`config.mk`:
```
export PLATFORM = sky130hd
export DESIGN_NAME = erase_cmd_seq
export DESIGN_NICKNAME = d
export VERILOG_FILES = /design/src/rtl/erase_seq_pkg.sv /design/src/rtl/seq_unlock.sv /design/src/rtl/phase_timer.sv /design/src/rtl/sector_queue.sv /design/src/rtl/erase_cmd_seq.sv
export SDC_FILE = /design/constraint.sdc
export NUM_CORES = 1
export LEC_CHECK = 0
export ABC_CLOCK_PERIOD_IN_PS = 4700
export BUFFER_PORTS_ARGS = -buffer_cell sky130_fd_sc_hd__buf_2
export CAP_MARGIN = 20
export CORE_MARGIN = 2
export CORE_UTILIZATION = 40
export CTS_CLUSTER_SIZE = 10
export DETAILED_ROUTE_END_ITERATION = 7
export GPL_TIMING_DRIVEN = 0
export SLEW_MARGIN = 20
export SYNTH_ARGS = -nofsm -noshare
export SYNTH_HDL_FRONTEND = slang
export SYNTH_HIERARCHICAL = 1
export SYNTH_SLANG_ARGS = --single-unit
```
`constraint.sdc`:
```
create_clock -name clk -period 4.7 [get_ports clk]
set_clock_uncertainty 0.05 [all_clocks]
set_input_delay 1.175 -clock clk [delete_from_list [all_inputs] [get_ports clk]]
set_output_delay 1.175 -clock clk [all_outputs]
set_load 0.01 [all_outputs]
```
`src/rtl/erase_seq_pkg.sv`:
```
package erase_seq_pkg;

  typedef enum logic [1:0] {
    PH_READ,
    PH_WINDOW,
    PH_ERASE,
    PH_SUSP
  } phase_e;

  typedef enum logic [2:0] {
    UL_IDLE,
    UL_A1,
    UL_B1,
    UL_SETUP,
    UL_A2,
    UL_B2
  } unlock_e;

  localparam logic [7:0] CMD_UNLOCK_A = 8'hAA;
  localparam logic [7:0] CMD_UNLOCK_B = 8'h55;
  localparam logic [7:0] CMD_SETUP    = 8'h80;
  localparam logic [7:0] CMD_SECT     = 8'h30;
  localparam logic [7:0] CMD_SUSP     = 8'hB0;

endpackage

```
`src/rtl/seq_unlock.sv`:
```
module seq_unlock
  import erase_seq_pkg::*;
#(
  parameter int ADDR_W = 12,
  parameter logic [ADDR_W-1:0] ADDR_A = 'h555,
  parameter logic [ADDR_W-1:0] ADDR_B = 'h2AA
) (
  input  logic              clk,
  input  logic              rst_n,
  input  logic              en,
  input  logic              wr_valid,
  input  logic [ADDR_W-1:0] wr_addr,
  input  logic [7:0]        wr_data,
  output logic              arm
);

  unlock_e step_q, step_d;
  logic hit_a, hit_b;

  assign hit_a = (wr_addr == ADDR_A);
  assign hit_b = (wr_addr == ADDR_B);

  always_comb begin
    step_d = step_q;
    if (!en) begin
      step_d = UL_IDLE;
    end else if (wr_valid) begin
      case (step_q)
        UL_IDLE:  step_d = (hit_a && wr_data == CMD_UNLOCK_A) ? UL_A1    : UL_IDLE;
        UL_A1:    step_d = (hit_b && wr_data == CMD_UNLOCK_B) ? UL_B1    : UL_IDLE;
        UL_B1:    step_d = (hit_a && wr_data == CMD_SETUP)    ? UL_SETUP : UL_IDLE;
        UL_SETUP: step_d = (hit_a && wr_data == CMD_UNLOCK_A) ? UL_A2    : UL_IDLE;
        UL_A2:    step_d = (hit_b && wr_data == CMD_UNLOCK_B) ? UL_B2    : UL_IDLE;
        default:  step_d = UL_IDLE;
      endcase
    end
  end

  always_ff @(posedge clk or negedge rst_n) begin
    if (!rst_n) step_q <= UL_IDLE;
    else        step_q <= step_d;
  end

  assign arm = en && wr_valid && (step_q == UL_B2) && (wr_data == CMD_SECT);


  unlock_gated_chk: assert property (@(posedge clk) disable iff (!rst_n)
    !en |=> step_q == UL_IDLE);


  unlock_mismatch_chk: assert property (@(posedge clk) disable iff (!rst_n)
    (en && wr_valid && step_q == UL_A1 && !(hit_b && wr_data == CMD_UNLOCK_B))
    |=> step_q == UL_IDLE);

endmodule

```
`src/rtl/phase_timer.sv`:
```
module phase_timer #(
  parameter int CNT_W = 8
) (
  input  logic             clk,
  input  logic             rst_n,
  input  logic             clr,
  input  logic             en,
  input  logic [CNT_W-1:0] limit,
  output logic             hit
);

  logic [CNT_W-1:0] cnt_q;

  always_ff @(posedge clk or negedge rst_n) begin
    if (!rst_n)   cnt_q <= '0;
    else if (clr) cnt_q <= '0;
    else if (en)  cnt_q <= cnt_q + 1'b1;
  end

  assign hit = (cnt_q == limit);


  timer_hold_chk: assert property (@(posedge clk) disable iff (!rst_n)
    (!clr && !en) |=> $stable(cnt_q));


  timer_step_chk: assert property (@(posedge clk) disable iff (!rst_n)
    (!clr && en) |=> cnt_q == CNT_W'($past(cnt_q) + 1'b1));

endmodule

```
`src/rtl/sector_queue.sv`:
```
module sector_queue #(
  parameter int NUM_SECT = 8,
  parameter int SECT_W   = 3
) (
  input  logic                clk,
  input  logic                rst_n,
  input  logic                set_en,
  input  logic [SECT_W-1:0]   set_idx,
  input  logic                clr,
  output logic [NUM_SECT-1:0] map
);

  for (genvar g = 0; g < NUM_SECT; g++) begin : g_bit
    always_ff @(posedge clk or negedge rst_n) begin
      if (!rst_n)                                      map[g] <= 1'b0;
      else if (clr)                                    map[g] <= 1'b0;
      else if (set_en && set_idx == SECT_W'(g))        map[g] <= 1'b1;
    end
  end


  queue_set_chk: assert property (@(posedge clk) disable iff (!rst_n)
    (set_en && !clr) |=> map[$past(set_idx)]);


  queue_clear_chk: assert property (@(posedge clk) disable iff (!rst_n)
    clr |=> map == '0);

endmodule

```
`src/rtl/erase_cmd_seq.sv`:
```
module erase_cmd_seq
  import erase_seq_pkg::*;
#(
  parameter int ADDR_W    = 12,
  parameter int NUM_SECT  = 8,
  parameter int WIN_CYC   = 6250,
  parameter int ERASE_CYC = 125000
) (
  input  logic                clk,
  input  logic                rst_n,
  input  logic                wr_valid,
  input  logic [ADDR_W-1:0]   wr_addr,
  input  logic [7:0]          wr_data,
  output logic                ready_o,
  output logic                win_done_o,
  output logic                susp_o,
  output logic [NUM_SECT-1:0] pend_map_o
);

  localparam int SECT_W  = (NUM_SECT > 1) ? $clog2(NUM_SECT) : 1;
  localparam int CNT_MAX = (WIN_CYC > ERASE_CYC) ? WIN_CYC : ERASE_CYC;
  localparam int CNT_W   = $clog2(CNT_MAX + 1);

  phase_e phase_q, phase_d;
  logic arm, t_clr, t_en, t_hit, q_set, q_clr;
  logic [CNT_W-1:0]  t_limit;
  logic [SECT_W-1:0] sect_idx;

  assign sect_idx = wr_addr[ADDR_W-1 -: SECT_W];

  seq_unlock #(.ADDR_W(ADDR_W)) u_unlock (
    .clk(clk), .rst_n(rst_n), .en(phase_q == PH_READ),
    .wr_valid(wr_valid), .wr_addr(wr_addr), .wr_data(wr_data), .arm(arm)
  );

  assign t_limit = (phase_q == PH_WINDOW) ? CNT_W'(WIN_CYC - 1) : CNT_W'(ERASE_CYC - 1);

  phase_timer #(.CNT_W(CNT_W)) u_timer (
    .clk(clk), .rst_n(rst_n), .clr(t_clr), .en(t_en), .limit(t_limit), .hit(t_hit)
  );

  sector_queue #(.NUM_SECT(NUM_SECT), .SECT_W(SECT_W)) u_queue (
    .clk(clk), .rst_n(rst_n), .set_en(q_set), .set_idx(sect_idx),
    .clr(q_clr), .map(pend_map_o)
  );

  always_comb begin
    phase_d = phase_q;
    t_clr   = 1'b0;
    t_en    = 1'b0;
    q_set   = 1'b0;
    q_clr   = 1'b0;
    case (phase_q)
      PH_READ: begin
        if (arm) begin
          phase_d = PH_WINDOW;
          t_clr   = 1'b1;
          q_set   = 1'b1;
        end
      end
      PH_WINDOW: begin
        if (wr_valid) begin
          if (wr_data == CMD_SECT) begin
            q_set = 1'b1;
            t_clr = 1'b1;
          end else if (wr_data == CMD_SUSP) begin
            phase_d = PH_SUSP;
            t_clr   = 1'b1;
          end else begin
            phase_d = PH_READ;
            q_clr   = 1'b1;
          end
        end else if (t_hit) begin
          phase_d = PH_ERASE;
          t_clr   = 1'b1;
        end else begin
          t_en = 1'b1;
        end
      end
      PH_ERASE: begin
        if (wr_valid && wr_data == CMD_SUSP) begin
          phase_d = PH_SUSP;
        end else if (t_hit) begin
          phase_d = PH_READ;
          q_clr   = 1'b1;
          t_clr   = 1'b1;
        end else begin
          t_en = 1'b1;
        end
      end
      PH_SUSP: begin
        if (wr_valid && wr_data == CMD_SECT) phase_d = PH_ERASE;
      end
      default: phase_d = PH_READ;
    endcase
  end

  always_ff @(posedge clk or negedge rst_n) begin
    if (!rst_n) phase_q <= PH_READ;
    else        phase_q <= phase_d;
  end

  assign ready_o    = (phase_q == PH_READ) || (phase_q == PH_SUSP);
  assign win_done_o = (phase_q == PH_ERASE) || (phase_q == PH_SUSP);
  assign susp_o     = (phase_q == PH_SUSP);


  start_busy_chk: assert property (@(posedge clk) disable iff (!rst_n)
    arm |=> (!ready_o && !win_done_o && pend_map_o != '0));


  window_abort_chk: assert property (@(posedge clk) disable iff (!rst_n)
    (phase_q == PH_WINDOW && wr_valid && wr_data != CMD_SECT && wr_data != CMD_SUSP)
    |=> (ready_o && !win_done_o && pend_map_o == '0));


  erase_map_stable_chk: assert property (@(posedge clk) disable iff (!rst_n)
    (phase_q == PH_ERASE) |=> ($stable(pend_map_o) || pend_map_o == '0));


  susp_hold_chk: assert property (@(posedge clk) disable iff (!rst_n)
    (phase_q == PH_SUSP && !(wr_valid && wr_data == CMD_SECT))
    |=> (susp_o && $stable(pend_map_o)));


  window_susp_chk: assert property (@(posedge clk) disable iff (!rst_n)
    (phase_q == PH_WINDOW && wr_valid && wr_data == CMD_SUSP) |=> (susp_o && ready_o));

endmodule

```
Word level (Yosys, flattened, before mapping)
Index checks and enable logic that the tools add are counted.
{ "word_totals": {"register_bits": 30, "in_bits": 23, "output_inout_bits": 11, "wordCells": 126} }
{ "classes": {"add_sub_neg": 1, "n_eq_ne": 29, "n_mux": 54, "reduce_logical": 31} }
{ "ops": {"columns": ["operator", "count"], "rows": [
  ["2-to-1 mux 17 bit", 3],
  ["2-to-1 mux 1 bit", 31],
  ["equality test 8 bit (second input constant)", 3],
  ["2-to-1 mux 2 bit", 10],
  ["equality test 3 bit (second input constant)", 6],
  ["nonzero test 2 bit", 9],
  ["adder 17 x 1 -> 17 bit (second input constant)", 1],
  ["equality test 17 bit", 1],
  ["logical AND 1 bit", 16],
  ["case mux 3 bit (5 select lines)", 1],
  ["equality test 12 x 10 -> 1 bit (second input constant)", 1],
  ["equality test 12 x 11 -> 1 bit (second input constant)", 1],
  ["equality test 3 x 2 -> 1 bit (second input constant)", 4],
  ["2-to-1 mux 3 bit", 4],
  ["!= test 3 bit (second input constant)", 3],
  ["equality test 8 x 6 -> 1 bit (second input constant)", 1],
  ["equality test 8 x 7 -> 1 bit (second input constant)", 1],
  ["case mux 2 bit (4 select lines)", 1],
  ["equality test 3 x 1 -> 1 bit (second input constant)", 2],
  ["zero test 3 bit", 2],
  ["case mux 1 bit (2 select lines)", 3],
  ["AND reduction 5 bit", 1],
  ["equality test 2 bit (second input constant)", 2],
  ["!= test 2 bit (second input constant)", 2],
  ["other kinds (5)", 6]
]} }

Logic depth before layout (Yosys ltp)
{ "logic_depth": {"word_depth": 9, "depth_mapped": 16} }

Cells and area by module
Netlist, hierarchy kept.
{ "by_module_without_submodules": {"columns": ["module", "instances", "cells_each", "area_each_um2", "seq_area_each_um2"], "rows": [
  ["phase_timer", 1, 107, 1048.5, 425.4],
  ["erase_cmd_seq", 1, 48, 374.1, 50.0],
  ["sector_queue", 1, 32, 347.8, 200.2],
  ["seq_unlock", 1, 39, 311.5, 75.1]
]} }

Worst setup path before layout
Ideal clock, no wire load.
{ "synth_timing": {"path_type": "register to register", "start": "register phase_q[1]", "end": "register u_timer.cnt_q[15]", "setup_time_ns": 0.077, "arrival_time_ns": 3.403, "required_ns": 4.573, "slack_ns": 1.170, "stages_incl_launch_ff": 17, "cell_sequence": "dfrtp_1 -> inv_1 -> ha_1 -> inv_1 -> xor2_1 -> nor4_1 -> nand3_1 -> nor4_1 -> inv_1 -> o22ai_1 -> a2bb2oi_1 -> a21oi_1 -> clkbuf_8 -> o2111ai_4 -> nand2b_4 -> or4_1 -> a21oi_1"} }
{ "synth_via": {"elab_chain_cells": 7, "word_cells_on_any_way": 19, "cone_classes": "eq/ne (3); mux (11); reduce/logical (5)"} }
{ "synth_rtl": {"columns": ["element", "line_no", "text"], "rows": [
  ["start, declared", "erase_cmd_seq.sv:24", "phase_e phase_q, phase_d;"],
  ["start signal, assigned", "erase_cmd_seq.sv:100", "else phase_q <= phase_d;"],
  ["equality test 2 x 1 -> 1 bit *", "erase_cmd_seq.sv:36", "assign t_limit = (phase_q == PH_WINDOW) ? CNT_W'(WIN_CYC - 1) : CNT_W'(ERASE_CYC - 1);"],
  ["2-to-1 mux 17 bit *", "erase_cmd_seq.sv:36", null],
  ["via t_limit[12]", "erase_cmd_seq.sv:26", "logic [CNT_W-1:0] t_limit;"],
  ["equality test 17 bit *", "phase_timer.sv:20", "assign hit = (cnt_q == limit);"],
  ["via t_hit", "erase_cmd_seq.sv:25", "logic arm, t_clr, t_en, t_hit, q_set, q_clr;"],
  ["2-to-1 mux 1 bit *", "erase_cmd_seq.sv:73, erase_cmd_seq.sv:83", null],
  ["2-to-1 mux 1 bit, on equally long branches", "erase_cmd_seq.sv:81, erase_cmd_seq.sv:62", null],
  ["case mux 1 bit (3 select lines) *", "erase_cmd_seq.sv:53", "case (phase_q)"],
  ["via t_clr", "erase_cmd_seq.sv:25", null],
  ["2-to-1 mux 17 bit or nonzero test 2 bit (tied branches)", null, null],
  ["end signal, assigned", "phase_timer.sv:17", "else if (en) cnt_q <= cnt_q + 1'b1;"],
  ["end, declared", "phase_timer.sv:12", "logic [CNT_W-1:0] cnt_q;"]
]} }
The timed path passes the listed nets; every way through them passes the cells marked *.
A chain may end at the register's enable or synchronous reset.

Final worst setup path
Same ends and word-level chain as after synthesis.

==> results.md <==
Run status:
- The flow ran to the end, and the final reports show no timing, DRC or antenna violations.

Final layout:
- Counting the fill cells in the layout gives 520.
- The area taken by flip-flops and latches is roughly 750 µm².
- The post-route netlist has between 10% and 20% of its cells at a drive strength greater than 1.
- From synthesis to final layout, the design area changed by 17.55%.
- 0 antenna diodes ended up in the layout.
- The combined area of the multi-input logic cells is 1271 µm².
- At the end of the flow, the number of nets in the layout was around 300.
- The final non-filler cell total is about 340.

Placement:
- The half-perimeter wire length of the detailed placement result is approximately 3.3 mm.
- The post-placement worst setup slack is between 600 and 700 ps.
- The routability congestion estimate from global placement is 0.7977.
- The placed instance count is 335.
- The total of buffers placed on input and output ports is 33.

Routing:
- The number of design rule violations left after detail routing is 0.
- The routed wirelength normalized by instance count is roughly 13 µm.
- The detail route stage leaves a number of antenna-violating nets equal to 0.
- The detailed router placed approximately 1.8k vias in this run.
- The first routing iteration left 74 violations.
- The number of search-and-repair iterations in the first detailed-routing pass is 4.
- The routed design has around 4.6 mm of wire.
- The detailed-route vias per instance is between 5 and 6.

Timing:
- The worst path setup slack after routing is between 600 and 700 ps.
- At the pin with the least slew margin, the transition time is 793.8 ps.
- Of the available clock period, the critical path in the final layout requires between 80% and 90%.
- For the finished layout, the period the worst path requires is between 4000 and 5000 ps.
- The worst max-slew margin expressed relative to the limit is between 40% and 50%.
- Across all hold checks on the routed design, the worst slack comes to around 460 ps.
- The number of setup violations in the final report is 0.
- The total count of hold-check failures in the final report is 0.
- The final count of pins violating max slew is 0.
- Setup total negative slack on the finished layout was measured at 0 ps.
- Based on the critical path, the design can be clocked at up to 244.1 MHz.
- Setup repair after global routing left no endpoint under its margin.

Synth:
- The most used standard cell by instance count after synthesis is sky130_fd_sc_hd__dfrtp_1.
- The top cell type by area accounts for 36.06% of the synthesized area.
- The count of different cell masters after synthesis is 56.
- In the synthesized netlist, the cells that appear most often are sky130_fd_sc_hd__dfrtp_1 (30), sky130_fd_sc_hd__xor2_1 (20), sky130_fd_sc_hd__nor2_1 (18).
- The synthesized area is approximately 2100 µm².
- The synthesized design contains 0 enable-type register cells.
- The number of register bits inferred by synthesis is 30.
- The proportion of synthesized flip-flops having asynchronous set or reset is between 90% and 100%.
- The synthesized design spends more area on one cell type than any other, namely sky130_fd_sc_hd__dfrtp_1.
- The sequential-to-total area share from yosys stat is 36.06%.
- The synthesized area divided by synthesized cell count is 9.212 µm².
- Yosys attributes the largest share of cell area to sky130_fd_sc_hd__dfrtp_1 (36%), sky130_fd_sc_hd__xor2_1 (8.4%), sky130_fd_sc_hd__a21oi_1 (3.6%).
- During synthesis, Yosys emitted a total of 6 warnings.
- The leading register cell type out of synthesis is sky130_fd_sc_hd__dfrtp_1.
- In the synthesized netlist, the number of instances is between 200 and 250.

Power:
- The design draws approximately 0.87 mW.
- In this run the static leakage power is 1.116 nW.
- Across the VDD grid, the largest voltage drop is around 0.27 mV.
- In this run the power density over the cells is ~360 nW/µm².

Floorplan:
- The die covers 5798 µm².
- The die is between 70 and 80 µm wide.
- The number of ports placed on the die boundary is 34.
- The core area is 5075 µm².
- The total number of placement rows is 26.
- The die boundary height is 76.15 µm.
- The initial core utilization is between 40% and 50%.

Worst setup path:
- The kind of critical path is reg -> reg.
- The endpoint kind of the worst setup timing path is a register.
- The standard cell with the maximum stage delay on the critical path is sky130_fd_sc_hd__or4_1.
- The signal on the critical path passes through inv_1 > ha_1 > inv_1 > xor2_1 > nor4_1 > nand3_1 > nor4_1 > inv_1 > o22ai_1 > a2bb2oi_1 > a21oi_1 > clkbuf_8 > o2111ai_4 > nand2b_4 > or4_1 > a21oi_1.
- At the worst endpoint, the arrival time is 4250 ps.
- Counting stages on the worst path, the most repeated cell is sky130_fd_sc_hd__inv_1.
- In this run the worst path has a maximum fanout of 10.
- The worst stage delay on the critical path is a little under 500 ps.
- STA puts the critical path data required time at about 4900 ps.
- STA classifies the critical path startpoint as a register.

Global routing:
- The number of antenna violations at the first check in global routing is 0.
- The overall routing resource usage is 16.48%.
- The first global-routing pass estimated a little under 8 mm of wire.
- The remaining global-route overflow is 0.
- The pin count of the biggest net entering global routing is 31.
- The number of global-route vias before repair is between 1.5k and 2k.

Clock tree:
- Clock-pin slew was measured on the worst setup and hold paths at around 60 ps.
- The longest clock path from root to sink contains 2 buffers.
- In this run, post-CTS repair resized a total of 0 instances.
- The hold-fix buffer count after cts is 0.
- At the later pin of the worst-skew pair, clock insertion delay measures approximately 280 ps.
- The root buffer cell chosen for the clock tree is sky130_fd_sc_hd__clkbuf_8.
- The number of clock sinks is 30.
- The total setup buffers inserted after CTS is 0.
- In this run, CTS created clock tree buffers numbering 5.
- The TritonCTS clock tree is yes.
- The level count of the clock H-tree is 2.

Run:
- The reported max-cap violation count is 0.

Worst hold path:
- The worst hold path belongs to the class reg -> reg.
kinds of logic after synthesis:
kind of cell,Yosys count,synth area share [%]
AO/OA/AOI/OAI,38,13.22
XOR/XNOR,27,11.36
adder cells (fa/ha/maj),6,3.606
buffers and inverters,20,4.327
flip-flops,30,36.06
multiplexers,3,1.562
other,2,0.3607
AND/OR/NAND/NOR,100,29.51
routing by layer:
layer / GRT usage (%) / routed length [µm]
met3: 3.673 / 187
met2: 26.52 / 2019
met1: 21.59 / 2279
met5: 0 / 0
met4: 6.727 / 72
area by class of cell:
cell class              count  share of cell area [%]
clock buffers               6                   3.374
plain buffers               6                   1.534
well taps                  70                   3.579
multi-input cells         182                   51.94
repair buffers             33                   6.748
flip-flops and latches     30                   30.67
inverters                  14                   2.147
path summary, 6_finish.rpt:
path                           startpoint                end  depth (start not counted)  slack, ps
min reg2reg                u_queue/map[7]     u_queue/map[7]                          2        460
min in group asynchronous           rst_n     u_queue/map[0]                          1        880
max reg2reg                    phase_q[1]  u_timer/cnt_q[15]                         16        600
max in group asynchronous           rst_n   u_timer/cnt_q[0]                          1       3280
min                        u_queue/map[7]     u_queue/map[7]                          2        460
max                            phase_q[1]  u_timer/cnt_q[15]                         16        600
placed cells by master (no fill, tap or decap), types with 4 or more instances in the layout:
| cell | Yosys | final |
|---|---|---|
| sky130_fd_sc_hd__buf_2 | 1 | 34 |
| sky130_fd_sc_hd__dfrtp_1 | 30 | 30 |
| sky130_fd_sc_hd__xor2_1 | 20 | 20 |
| sky130_fd_sc_hd__nor2_1 | 18 | 18 |
| sky130_fd_sc_hd__nand2_1 | 15 | 15 |
| sky130_fd_sc_hd__a21oi_1 | 15 | 15 |
| sky130_fd_sc_hd__inv_1 | 14 | 14 |
| sky130_fd_sc_hd__nor3_1 | 9 | 9 |
| sky130_fd_sc_hd__nand3_1 | 9 | 9 |
| sky130_fd_sc_hd__conb_1 | 2 | 8 |
| sky130_fd_sc_hd__nand4_1 | 8 | 8 |
| sky130_fd_sc_hd__clkbuf_8 | 1 | 7 |
| sky130_fd_sc_hd__xnor2_1 | 7 | 7 |
| sky130_fd_sc_hd__o21ai_0 | 6 | 6 |
| sky130_fd_sc_hd__ha_1 | 6 | 6 |
| sky130_fd_sc_hd__nor4_1 | 5 | 5 |
| sky130_fd_sc_hd__nand4bb_1 | 4 | 4 |
through the flow:
step           cell area [µm²]  utilization, %
6_report                  2447           48.22
3_5_place_dp              2365           46.60
3_3_place_gp              2357           46.45
2_1_floorplan             2105               -
4_1_cts                   2447           48.22
5_1_grt                   2447           48.22
critical path, delay by kind of cell, from the launching register on:
kind / cells / cell delay, ps
xor gates and xnor gates: 1 / 210
and+or+nand+nor: 5 / 1440
adders and majority gates: 1 / 380
DFF: 1 / 410
buffers and inverters: 4 / 700
AOI/OAI and AO/OA: 5 / 820
flip-flops by register name, summed over array words and instances, names as in the netlist:
| register | flops |
|---|---|
| u_timer/cnt_q | 17 |
| u_queue/map | 8 |
| u_unlock/step_q | 3 |
| phase_q | 2 |
power breakdown:
group / switching (mW) / internal [mW]
Combinational: 0.201 / 0.146
Sequential: 0.0370 / 0.289
Clock: 0.0873 / 0.113
Power figures use the tool's default switching activity.
